--- config.mk ---
export PLATFORM = sky130hd
export DESIGN_NAME = txq_top
export DESIGN_NICKNAME = d
export VERILOG_FILES = /design/src/rtl/txq_pkg.sv /design/src/rtl/txq_fifo.sv /design/src/rtl/txq_ctrl.sv /design/src/rtl/txq_irq.sv /design/src/rtl/txq_top.sv
export SDC_FILE = /design/constraint.sdc
export NUM_CORES = 1
export LEC_CHECK = 0
export BUFFER_PORTS_ARGS = -buffer_cell sky130_fd_sc_hd__buf_2
export CELL_PAD_IN_SITES_DETAIL_PLACEMENT = 1
export CELL_PAD_IN_SITES_GLOBAL_PLACEMENT = 2
export CORE_ASPECT_RATIO = 0.7
export CORE_MARGIN = 10
export CORE_UTILIZATION = 30
export DETAILED_ROUTE_END_ITERATION = 6
export GPL_TIMING_DRIVEN = 0
export PLACE_DENSITY_LB_ADDON = 0.1
export REMOVE_ABC_BUFFERS = 1
export SLEW_MARGIN = 20
export SYNTH_ARGS = -nofsm -noshare
export SYNTH_HDL_FRONTEND = slang
export SYNTH_HIERARCHICAL = 1
export SYNTH_SLANG_ARGS = --single-unit
--- constraint.sdc ---
create_clock -name clk -period 3.7 [get_ports clk]
set_input_delay 0.925 -clock clk [delete_from_list [all_inputs] [get_ports clk]]
set_output_delay 0.925 -clock clk [all_outputs]
set_load 0.005 [all_outputs]
--- src/rtl/txq_pkg.sv ---
package txq_pkg;
  localparam int CAUSE_W  = 4;
  localparam int C_LOW    = 0;
  localparam int C_END    = 1;
  localparam int C_OVF    = 2;
  localparam int C_UDF    = 3;

  // Low-level condition: armed, running, level at or below mark, more owed than held.
  function automatic logic low_hit(input logic armed, input logic running,
                                   input int unsigned level, input int unsigned owed,
                                   input int unsigned mark);
    return armed && running && (level <= mark) && (owed > level);
  endfunction

  // Next write or read pointer of a circular buffer of the given depth.
  function automatic int unsigned ring_next(input int unsigned ptr, input int unsigned depth);
    return (ptr == depth - 1) ? 0 : ptr + 1;
  endfunction
endpackage

--- src/rtl/txq_fifo.sv ---
module txq_fifo #(
  parameter int DEPTH = 24,
  parameter int W     = 8,
  localparam int PTR_W = $clog2(DEPTH),
  localparam int LVL_W = $clog2(DEPTH + 1)
) (
  input  logic             clk,
  input  logic             rst_n,
  input  logic             push,
  input  logic [W-1:0]     wdata,
  input  logic             pop,
  output logic [W-1:0]     rdata,
  output logic [LVL_W-1:0] level,
  output logic             empty,
  output logic             full,
  output logic             ev_ovf
);
  import txq_pkg::*;

  logic [W-1:0]     mem [DEPTH];
  logic [PTR_W-1:0] wr_ptr, rd_ptr;
  logic             push_ok, pop_ok;

  assign full    = (level == LVL_W'(DEPTH));
  assign empty   = (level == '0);
  assign push_ok = push && !full;
  assign pop_ok  = pop && !empty;
  assign ev_ovf  = push && full;
  assign rdata   = mem[rd_ptr];

  always_ff @(posedge clk) begin
    if (push_ok) mem[wr_ptr] <= wdata;
  end

  always_ff @(posedge clk or negedge rst_n) begin
    if (!rst_n) begin
      wr_ptr <= '0;
      rd_ptr <= '0;
      level  <= '0;
    end else begin
      if (push_ok) wr_ptr <= PTR_W'(ring_next(int'(wr_ptr), DEPTH));
      if (pop_ok)  rd_ptr <= PTR_W'(ring_next(int'(rd_ptr), DEPTH));
      case ({push_ok, pop_ok})
        2'b10:   level <= level + 1'b1;
        2'b01:   level <= level - 1'b1;
        default: level <= level;
      endcase
    end
  end

  AST_LEVEL_BOUND: assert property (@(posedge clk) disable iff (!rst_n)
    level <= LVL_W'(DEPTH));
  AST_FULL_DROP: assert property (@(posedge clk) disable iff (!rst_n)
    (push && full) |=> (level <= $past(level)));
endmodule

--- src/rtl/txq_ctrl.sv ---
module txq_ctrl #(
  parameter int LEN_W = 16
) (
  input  logic             clk,
  input  logic             rst_n,
  input  logic             len_wr,
  input  logic [LEN_W-1:0] len_data,
  input  logic             dat_wr,
  input  logic             cmd_start,
  input  logic             q_empty,
  input  logic             out_ready,
  output logic             running,
  output logic [LEN_W-1:0] owed,
  output logic             out_valid,
  output logic             out_last,
  output logic             pop_fire,
  output logic             ev_end,
  output logic             ev_udf
);
  logic start_req;

  assign start_req = dat_wr || cmd_start;
  assign out_valid = running && (owed != '0) && !q_empty;
  assign out_last  = out_valid && (owed == LEN_W'(1));
  assign pop_fire  = out_valid && out_ready;
  assign ev_end    = running && (owed == '0);
  assign ev_udf    = running && (owed != '0) && q_empty;

  always_ff @(posedge clk or negedge rst_n) begin
    if (!rst_n) begin
      running <= 1'b0;
      owed    <= '0;
    end else begin
      running <= (running && !ev_end) || start_req;
      if (len_wr)        owed <= len_data;
      else if (pop_fire) owed <= owed - 1'b1;
    end
  end

  AST_DATA_STARTS: assert property (@(posedge clk) disable iff (!rst_n)
    (dat_wr && !running) |=> running);
  AST_CMD_STARTS: assert property (@(posedge clk) disable iff (!rst_n)
    (cmd_start && !running) |=> running);
  AST_LEN_LOAD: assert property (@(posedge clk) disable iff (!rst_n)
    len_wr |=> (owed == $past(len_data)));
  AST_LAST_ENDS: assert property (@(posedge clk) disable iff (!rst_n)
    (pop_fire && out_last && !len_wr) |=> !out_valid);
endmodule

--- src/rtl/txq_irq.sv ---
module txq_irq #(
  parameter int LVL_W    = 5,
  parameter int LEN_W    = 16,
  parameter int LOW_MARK = 3
) (
  input  logic                       clk,
  input  logic                       rst_n,
  input  logic [LVL_W-1:0]           level,
  input  logic [LEN_W-1:0]           owed,
  input  logic                       running,
  input  logic                       ev_end,
  input  logic                       ev_ovf,
  input  logic                       ev_udf,
  input  logic                       stat_rd,
  output logic                       ev_low,
  output logic [txq_pkg::CAUSE_W-1:0] status,
  output logic                       irq
);
  import txq_pkg::*;

  logic               armed;
  logic [CAUSE_W-1:0] ev_vec;

  assign ev_low = low_hit(armed, running, int'(level), int'(owed), LOW_MARK);

  always_comb begin
    ev_vec        = '0;
    ev_vec[C_LOW] = ev_low;
    ev_vec[C_END] = ev_end;
    ev_vec[C_OVF] = ev_ovf;
    ev_vec[C_UDF] = ev_udf;
  end

  assign irq = |status;

  always_ff @(posedge clk or negedge rst_n) begin
    if (!rst_n) begin
      armed  <= 1'b0;
      status <= '0;
    end else begin
      armed  <= (int'(level) > LOW_MARK);
      status <= (stat_rd ? '0 : status) | ev_vec;
    end
  end

  AST_LOW_ONCE: assert property (@(posedge clk) disable iff (!rst_n)
    ev_low |=> !ev_low);
  AST_READ_CLEARS: assert property (@(posedge clk) disable iff (!rst_n)
    (stat_rd && (ev_vec == '0)) |=> (status == '0));
  AST_EVT_KEEPS: assert property (@(posedge clk) disable iff (!rst_n)
    (stat_rd && ev_end) |=> status[C_END]);
endmodule

--- src/rtl/txq_top.sv ---
module txq_top #(
  parameter int DEPTH    = 24,
  parameter int W        = 8,
  parameter int LEN_W    = 16,
  parameter int LOW_MARK = 3,
  localparam int LVL_W   = $clog2(DEPTH + 1)
) (
  input  logic                        clk,
  input  logic                        rst_n,
  input  logic                        len_wr,
  input  logic [LEN_W-1:0]            len_data,
  input  logic                        dat_wr,
  input  logic [W-1:0]                dat_in,
  input  logic                        cmd_start,
  output logic [W-1:0]                out_data,
  output logic                        out_valid,
  output logic                        out_last,
  input  logic                        out_ready,
  output logic                        irq,
  input  logic                        stat_rd,
  output logic [txq_pkg::CAUSE_W-1:0] stat_data
);
  logic [LVL_W-1:0] level;
  logic [LEN_W-1:0] owed;
  logic             q_empty, q_full, running, pop_fire;
  logic             ev_end, ev_udf, ev_ovf, ev_low;

  txq_fifo #(.DEPTH(DEPTH), .W(W)) u_fifo (
    .clk(clk), .rst_n(rst_n), .push(dat_wr), .wdata(dat_in), .pop(pop_fire),
    .rdata(out_data), .level(level), .empty(q_empty), .full(q_full), .ev_ovf(ev_ovf)
  );

  txq_ctrl #(.LEN_W(LEN_W)) u_ctrl (
    .clk(clk), .rst_n(rst_n), .len_wr(len_wr), .len_data(len_data),
    .dat_wr(dat_wr), .cmd_start(cmd_start), .q_empty(q_empty), .out_ready(out_ready),
    .running(running), .owed(owed), .out_valid(out_valid), .out_last(out_last),
    .pop_fire(pop_fire), .ev_end(ev_end), .ev_udf(ev_udf)
  );

  txq_irq #(.LVL_W(LVL_W), .LEN_W(LEN_W), .LOW_MARK(LOW_MARK)) u_irq (
    .clk(clk), .rst_n(rst_n), .level(level), .owed(owed), .running(running),
    .ev_end(ev_end), .ev_ovf(ev_ovf), .ev_udf(ev_udf), .stat_rd(stat_rd),
    .ev_low(ev_low), .status(stat_data), .irq(irq)
  );

  AST_NO_OVERFLOW: assert property (@(posedge clk) disable iff (!rst_n)
    (dat_wr && q_full) |=> stat_data[txq_pkg::C_OVF]);
  AST_FULL_FLAG: assert property (@(posedge clk) disable iff (!rst_n)
    q_full |-> !q_empty);
  AST_LOW_CAUSE: assert property (@(posedge clk) disable iff (!rst_n)
    ev_low |=> stat_data[txq_pkg::C_LOW]);
endmodule

After elaboration in Yosys (flattened, before gate mapping) --
Memories as Yosys holds them, arrays and structs flattened. Index checks and enable logic that the tools add are counted.
Storage, ports and cells: RAM bits 192, memories 1, logic and storage cells 55, input bits 31, output and inout bits 15, bits in latches 0, bits in read-only memories 0, register bits 37
Memory list:
- u_fifo.mem | words 24, bits a word 8, read ports 1, clocked after Yosys merged registers in 0, wr ports 1, line txq_fifo.sv:20 | logic [W-1:0] mem [DEPTH];
Operators by class: bitwise operators 1, add/subtract/negate cells 5, $lt $le $gt $ge 3, mux-type cells 8, shift-type cells 0, reduce and logical (&&, ||, !) cells 24, $mul 0, eq/ne operators 6, divide/modulo/power cells 0
Operators with widths (number):
- two-way mux 16 bit | 2
- == test 16 x 1 -> 1 bit (second input constant) | 1
- greater-than comparator 16 x 5 -> 1 bit | 1
- logical NOT 16 bit | 1
- nonzero test 16 bit | 1
- subtractor 16 x 1 -> 16 bit (second input constant) | 1
- adder 5 x 1 -> 5 bit (second input constant) | 3
- == test 5 bit (second input constant) | 3
- logical AND 1 bit | 13
- two-way mux 5 bit | 2
- one-hot mux 5 bit (2 select lines) | 1
- greater-than comparator 5 x 2 -> 1 bit (second input constant) | 1
- <= comparator 5 x 2 -> 1 bit (second input constant) | 1
- logical NOT 5 bit | 1
- subtractor 5 x 1 -> 5 bit (second input constant) | 1
- two-way mux 4 bit | 1
- OR 4 bit | 1
- nonzero test 2 bit | 2
- OR reduction 4 bit | 1
- logical NOT 1 bit | 3
- == test 2 x 1 -> 1 bit (second input constant) | 1
- == test 2 bit (second input constant) | 1
- logical OR 1 bit | 2
- two-way mux 1 bit | 2

Logic depth before layout (Yosys ltp) --
Gate-level depths: netlist of run 1.
depth after elaboration 7, gate-level depth with buffers 13, gate-level depth less buffers 12

Cells and area by module --
The synthesis of run 1 kept the hierarchy.
By module, submodules not included:
- txq_fifo | seq. area each 6140.9 um^2, instances 1, cells an instance 421, area an instance 8264.2 um^2
- txq_ctrl | seq. area each 425.4 um^2, instances 1, cells an instance 142, area an instance 1164.9 um^2
- txq_irq | seq. area each 125.1 um^2, instances 1, cells an instance 39, area an instance 387.9 um^2

Worst setup path after synthesis of run 1 --
OpenSTA, ideal clock, no wires.
path type register -> register, start point register u_ctrl.owed[0], end point register u_fifo.level[4], library setup time 0.080 ns, data required time 3.620 ns, stages on the path, launching flop included 14, arrival time 3.064 ns, path slack 0.556 ns, cell sequence dfrtp_1 inv_1 ha_1 nor4b_1 and4_1 buf_2 nor2_1 o31a_4 ha_1 fa_1 a21o_1 a21oi_1 mux2i_1 xnor2_1
On the way: cells in the longest elaborated chain, start to end 7, elaborated cells on any way between the ends 9, classes of those cells eq/ne (2); mux (1); reduce/logical (6)
Ends and longest elaborated chain:
- start: declaration | line txq_ctrl.sv:13 | output logic [LEN_W-1:0] owed,
- start signal: assignment | line txq_ctrl.sv:35 | if (len_wr) owed <= len_data;
- start signal: assignment | line txq_ctrl.sv:36 | else if (pop_fire) owed <= owed - 1'b1;
- nonzero test 16 bit * | line txq_ctrl.sv:23 | assign out_valid = running && (owed != '0) && !q_empty;
- logical AND 1 bit * (2 in series) | line txq_ctrl.sv:23
- logical AND 1 bit * | line txq_ctrl.sv:25 | assign pop_fire = out_valid && out_ready;
- net pop_fire | line txq_top.sv:25 | logic q_empty, q_full, running, pop_fire;
- logical AND 1 bit * | line txq_fifo.sv:27 | assign pop_ok = pop && !empty;
- net u_fifo.pop_ok | line txq_fifo.sv:22 | logic push_ok, pop_ok;
- == test 2 x 1 -> 1 bit or == test 2 bit (tied branches) | line txq_fifo.sv:43 | case ({push_ok, pop_ok})
- one-hot mux 5 bit (2 select lines) or nonzero test 2 bit (tied branches)
- end signal: assignment | line txq_fifo.sv:44 | 2'b10: level <= level + 1'b1;
- end signal: assignment | line txq_fifo.sv:45 | 2'b01: level <= level - 1'b1;
- end signal: assignment | line txq_fifo.sv:46 | default: level <= level;
- end: declaration | line txq_fifo.sv:13 | output logic [LVL_W-1:0] level,
Mark *: on every way through the listed nets, which the timed path passes. The rest lies on a longest branch. A chain may end at the register's enable or synchronous reset.

Final worst setup path of run 1 --
start point register u_fifo.rd_ptr[3], end point output port out_data[6]
On the way: cells in the longest elaborated chain, start to end 1
Ends and longest elaborated chain:
- start: declaration | line txq_fifo.sv:21 | logic [PTR_W-1:0] wr_ptr, rd_ptr;
- start signal: assignment | line txq_fifo.sv:42 | if (pop_ok) rd_ptr <= PTR_W'(ring_next(int'(rd_ptr), DEPTH));
- memory (24 x 8 bit)
- end: declaration | line txq_top.sv:15 | output logic [W-1:0] out_data,
No other way between the ends.

==> impl_metrics.py, run 1 <==
metrics = {
    "sta": {
        "fin_ws_ns": 0.0782,
        "slew_violations": 0,
        "tightestPinTransition_ns": 1.07,
        "finalCriticalPeriod_ns": 3.62,
        "slew_headroom": 0.281,
        "post-route-period-util": 0.979,
        "finClkSkew_ns": 0.0181,
        "clock.fmax_mhz": 276,
        "finalSetupViolCount": 0,
        "hold_viol": 0,
        "timing.hold.ws_ns": 0.504,
        "rsz0062_at_grt": "false",
    },
    "routing": {
        "avgRoutedWirePerCell_um": 23.4,
        "vias_per_cell": 5.09,
        "drc": 0,
        "finalWirelength_um": 25500,
        "routed-via-count": 5555,
        "antenna_left": 0,
        "drtIter0Drc": 316,
        "first_pass_iters": 6,
    },
    "global_routing": {
        "track_usage": 0.124,
        "grt_pass1_vias": 5879,
        "gr-total-overflow": 0,
        "grt_max_degree": 38,
        "antenna_found_initial": 0,
        "grt_pass1_wl_um": 38300,
    },
    "worst_hold_path": {
        "whs_endpoint": "u_irq/status[1]",
        "min_from": "u_irq/status[1]",
        "hold_path.class": "flip-flop to flip-flop",
        "hold_path_depth": 1,
    },
    "setup_path": {
        "crit_path_max_fanout": 24,
        "end_kind": "output port",
        "crit_path_start_kind": "flip-flop",
        "cp_slowest_cell": "dfrtp_4",
        "path_delay_family": "flip-flops",
        "ff2ff_path_depth": 12,
        "r2r_start": "u_ctrl/owed[0]",
        "cp.depth": 6,
        "path_class": "flip-flop to output port",
        "required_ns": 2.77,
        "cp_cell_sequence": "buf_12, mux4_2, nor2b_1, a211oi_2, nor3_1, buf_2",
        "slowest_delay_ns": 0.55,
        "critPathBufInv": 2,
        "r2r-end": "u_fifo/level[4]",
        "cp.arrival_ns": 2.70,
        "reg2reg_setup_slack_ns": 0.37,
    },
    "flow_run": {
        "cap_violations": 0,
    },
    "clocking": {
        "cts_tree": "done",
        "cts_buffers": 25,
        "cts_sinks": 229,
        "cts_max_level": 1,
        "cts_root_buffer": "clkbuf_16",
        "hold_buffers": 0,
        "clkTransAtPathRegs_ns": 0.07,
        "clock_path_buffers": 3,
        "clock_latency_ns": 0.54,
    },
    "pwr": {
        "worst_ir_drop_vdd_mv": 0.325,
        "powerDensity_mw_per_mm2": 725,
        "p_leak_nw": 3.85,
        "finalPower_mw": 8.29,
    },
    "placement": {
        "place_area_sq_mm": 0.0105,
        "gp_routability_congestion": 0.743,
        "detailed_place_hpwl_um": 16900,
        "io_buffer_count": 45,
        "place_ws_ns": -0.283,
    },
    "synthesis": {
        "syn-cell-area_sq_mm": 0.00980,
        "synth_area_per_cell_sq_um": 16.3,
        "yosysWarnings": 6,
        "syn_inst": 601,
    },
    "final_layout": {
        "syn2layout_area_growth_pct": 16.7,
        "nets": 698,
        "fin_util": 0.355,
        "drive_gt1_frac": 0.250,
        "n_antenna_cell": 0,
        "final_area_sq_mm": 0.0114,
    },
    "die": {
        "row_count": 55,
        "coreArea_sq_mm": 0.0323,
        "die_h_um": 171,
        "start_util": 0.304,
        "ios": 46,
        "die_w_um": 236,
        "die_area_sq_mm": 0.0404,
    },
    "status": {
        "outcome": "completed",
    },
}
## metal layers
layer | global-route usage | part of all wire | vias to the layer above | wire (um)
met3 | 0.0212 | 0.039 | 28 | 998
met2 | 0.187 | 0.44 | 76 | 11300
li1 | - | - | 2491 | -
met4 | 0.0231 | 0.013 | 0 | 342
met1 | 0.185 | 0.51 | 2960 | 12900
met5 | 0 | 0 | - | 0
## cell usage in the layout (no fill, tap or decap), drive strengths merged, types with 11 or more instances in the layout
master	n
nor2	49
nand2	27
edfxtp	192
ha	16
or4	13
o22ai	16
inv	20
nor2b	11
nor3	14
mux4	48
nand3	11
buf	50
clkbuf	30
dfrtp	37
## registers in the layout, indices dropped and copies added (netlist names)
register	count
u_ctrl/owed	16
u_ctrl/running	1
u_fifo/level	5
u_fifo/mem	192
u_fifo/rd_ptr	5
u_fifo/wr_ptr	5
u_irq/armed	1
u_irq/status	4
## final cells by class
type,count,area (sq um)
timing repair buffer,51,333
clock buffer,29,641
fill,3233,20800
sequential,229,6700
inverter,19,71.3
tap,427,534
multi-input combinational,324,2960
clock inverter,13,204
## worst max path at each step
stage,to,from
finish,out_data[6],u_fifo/rd_ptr[3]
global route,out_data[6],u_fifo/rd_ptr[3]
CTS,out_data[6],u_fifo/rd_ptr[3]
detailed placement,u_fifo/level[4],u_ctrl/owed[0]
global placement,out_data[7],u_fifo/rd_ptr[1]
floorplan,out_data[0],u_fifo/rd_ptr[1]
## repair_timing
action                     4_1_cts  5_1_grt
cloned                           0        1
setup endpoints to repair       11        5
setup buffers                    1        1
pin swaps                        0        4
resized for setup               11        4
## through the flow
| step | cells | setup TNS [ns] |
|---|---|---|
| floorplan | 572 | -0.364 |
| global placement | 1044 | -14.29 |
| detailed placement | 1047 | -0.349 |
| CTS | 1090 | 0 |
| global route | 1092 | 0 |
| finish | 1092 | 0 |
## power by group
group	leakage (nW)	internal [mW]	switching [mW]	total [mW]
Clock	0.410	1.59	1.02	2.61
Combinational	1.28	1.11	1.25	2.36
Sequential	2.16	3.03	0.294	3.33
Power figures use the tool's default switching activity.
==> run 2, diff against run 1 <==
--- a/config.mk
+++ b/config.mk
@@ -14,6 +14,7 @@
 export DETAILED_ROUTE_END_ITERATION = 6
 export GPL_TIMING_DRIVEN = 0
 export PLACE_DENSITY_LB_ADDON = 0.1
+export RECOVER_POWER = 50
 export REMOVE_ABC_BUFFERS = 1
 export SLEW_MARGIN = 20
 export SYNTH_ARGS = -nofsm -noshare
==> run 2 against run 1 <==
  * The flow now finishes with violations (max-capacitance violations, max-slew violations)
  * Critical path depth stayed put
  * Cell count stayed put
  * Die area stayed put
  * Critical endpoint is now out_data[0]
  * Setup slack worse by 0.0023 ns
  * Core utilization is 0.050 points lower
==> impl_metrics.py, run 2 (same netlist as run 1, synthesis figures left out) <==
metrics = {
    "placement": {
        "detailed_place_hpwl_um": 16900,
        "place_area_sq_mm": 0.0105,
        "gp_routability_congestion": 0.743,
        "io_buffer_count": 45,
    },
    "final_layout": {
        "registers.top_by_ff_count": "u_fifo/mem",
        "final_area_sq_mm": 0.0114,
        "nets": 698,
        "n_antenna_cell": 0,
        "largest_reg_flops": 192,
        "drive_gt1_frac": 0.235,
        "most-common-layout-cells": "edfxtp_1 (192), nor2_1 (49), mux4_2 (48), buf_2 (36), dfrtp_1 (34)",
        "syn2layout_area_growth_pct": 16.6,
        "top_regs": "u_fifo/mem: 192 flops, u_ctrl/owed: 16 flops",
        "final_common_cell": "edfxtp_1",
    },
    "global_routing": {
        "track_usage": 0.124,
        "gr-total-overflow": 0,
        "grt_pass1_vias": 5879,
        "grt_pass1_wl_um": 38300,
        "antenna_found_initial": 0,
        "grt_max_degree": 38,
    },
    "die": {
        "die_w_um": 236,
        "row_count": 55,
        "die_area_sq_mm": 0.0404,
        "start_util": 0.304,
        "die_h_um": 171,
        "ios": 46,
        "coreArea_sq_mm": 0.0323,
    },
    "sta": {
        "tightestPinTransition_ns": 2.38,
        "slew_violations": 38,
        "slew_headroom": -0.584,
        "finClkSkew_ns": 0.0188,
        "clock.fmax_mhz": 276,
        "hold_viol": 0,
        "finalCriticalPeriod_ns": 3.62,
        "tns_ns": 0,
        "post-route-period-util": 0.979,
        "rsz0062_at_grt": "false",
        "finalSetupViolCount": 0,
    },
    "status": {
        "outcome": "finished with violations",
        "violations": "max-capacitance violations, max-slew violations",
    },
    "setup_path": {
        "cp.arrival_ns": 2.70,
        "crit_path_start_kind": "flip-flop",
        "path_class": "flip-flop to output port",
        "required_ns": 2.77,
        "end_kind": "output port",
        "crit_path_max_fanout": 17,
    },
    "routing": {
        "vias_per_cell": 5.09,
        "antenna_left": 0,
        "avgRoutedWirePerCell_um": 23.4,
        "drtIter0Drc": 336,
        "drc": 0,
        "routed-via-count": 5561,
        "first_pass_iters": 6,
        "finalWirelength_um": 25600,
    },
    "clocking": {
        "cts_buffers": 25,
        "cts_root_buffer": "clkbuf_16",
        "clock_path_buffers": 3,
        "clock_latency_ns": 0.54,
        "hold_buffers": 0,
        "cts_max_level": 1,
        "cts_tree": "done",
        "clkTransAtPathRegs_ns": 0.07,
        "cts_sinks": 229,
    },
    "pwr": {
        "powerDensity_mw_per_mm2": 726,
        "finalPower_mw": 8.30,
        "p_leak_nw": 3.82,
        "worst_ir_drop_vdd_mv": 0.326,
    },
    "flow_run": {
        "cap_violations": 1,
    },
    "worst_hold_path": {
        "hold_path.class": "flip-flop to flip-flop",
    },
}
run 2: cell types whose count changed in the layout (fill, tap and decap cells not counted), sizes merged:
| cell | previous run | this run |
|---|---|---|
| clkbuf | 30 | 39 |
| buf | 50 | 41 |
run 2: final timing paths:
| check | end | depth (start not counted) | slack, ns | from |
|---|---|---|---|---|
| setup / recovery | out_data[0] | 6 | 0.08 | u_fifo/rd_ptr[1] |
| hold / removal | u_irq/status[1] | 1 | 0.50 | u_irq/status[1] |
| setup reg to reg | u_fifo/level[4] | 12 | 0.37 | u_ctrl/owed[0] |
| hold reg to reg | u_irq/status[1] | 1 | 0.50 | u_irq/status[1] |
| max in group asynchronous | u_fifo/rd_ptr[1] | 1 | 0.91 | rst_n |
| min in group asynchronous | u_irq/status[2] | 1 | 1.11 | rst_n |
run 2: repair_timing:
item | 4_1_cts | 5_1_grt
pin swaps | 0 | 4
endpoints found under the setup margin | 11 | 5
setup buffers | 1 | 1
gates cloned | 0 | 1
gates resized for setup | 11 | 4
run 2: final cells by class:
type,instances,area [sq um]
clock buffer,29,641
clock inverter,13,204
fill,3237,20800
inverter,19,71.3
multi-input combinational,324,2960
sequential,229,6700
tap,427,534
timing repair buffer,51,322
run 2: layer usage:
layer / wire length (um) / global-route usage / up-vias / share of wire
met5: 0 / 0 / - / 0
li1: - / - / 2491 / -
met3: 1130 / 0.0212 / 28 / 0.044
met1: 12800 / 0.185 / 2958 / 0.50
met4: 342 / 0.0231 / 0 / 0.013
met2: 11300 / 0.187 / 84 / 0.44
run 2: critical path, cell delays in order, from the launching register on:
cell and delay [ns]:
dfrtp_4 0.47, buf_16 0.20, mux4_2 0.53, nor2b_1 0.15, a211oi_2 0.46, nor3_1 0.15, buf_2 0.16
run 2: report_power, final:
| part | switching, mW | leakage [nW] | internal [mW] | total [mW] |
|---|---|---|---|---|
| Combinational | 1.26 | 1.25 | 1.11 | 2.37 |
| Sequential | 0.293 | 2.16 | 3.03 | 3.33 |
| Clock | 1.02 | 0.410 | 1.59 | 2.61 |
run 2: stage by stage:
stage                     setup slack [ns]  hold slack, ns  std cells   util
after floorplan                    -0.0520           0.488        572      -
after global placement               -1.88           0.481       1044  0.323
after detailed placement            -0.283           0.490       1047  0.325
after CTS                          0.00295           0.506       1090  0.353
after global routing               0.00877           0.530       1092  0.354
final                               0.0759           0.505       1092  0.354
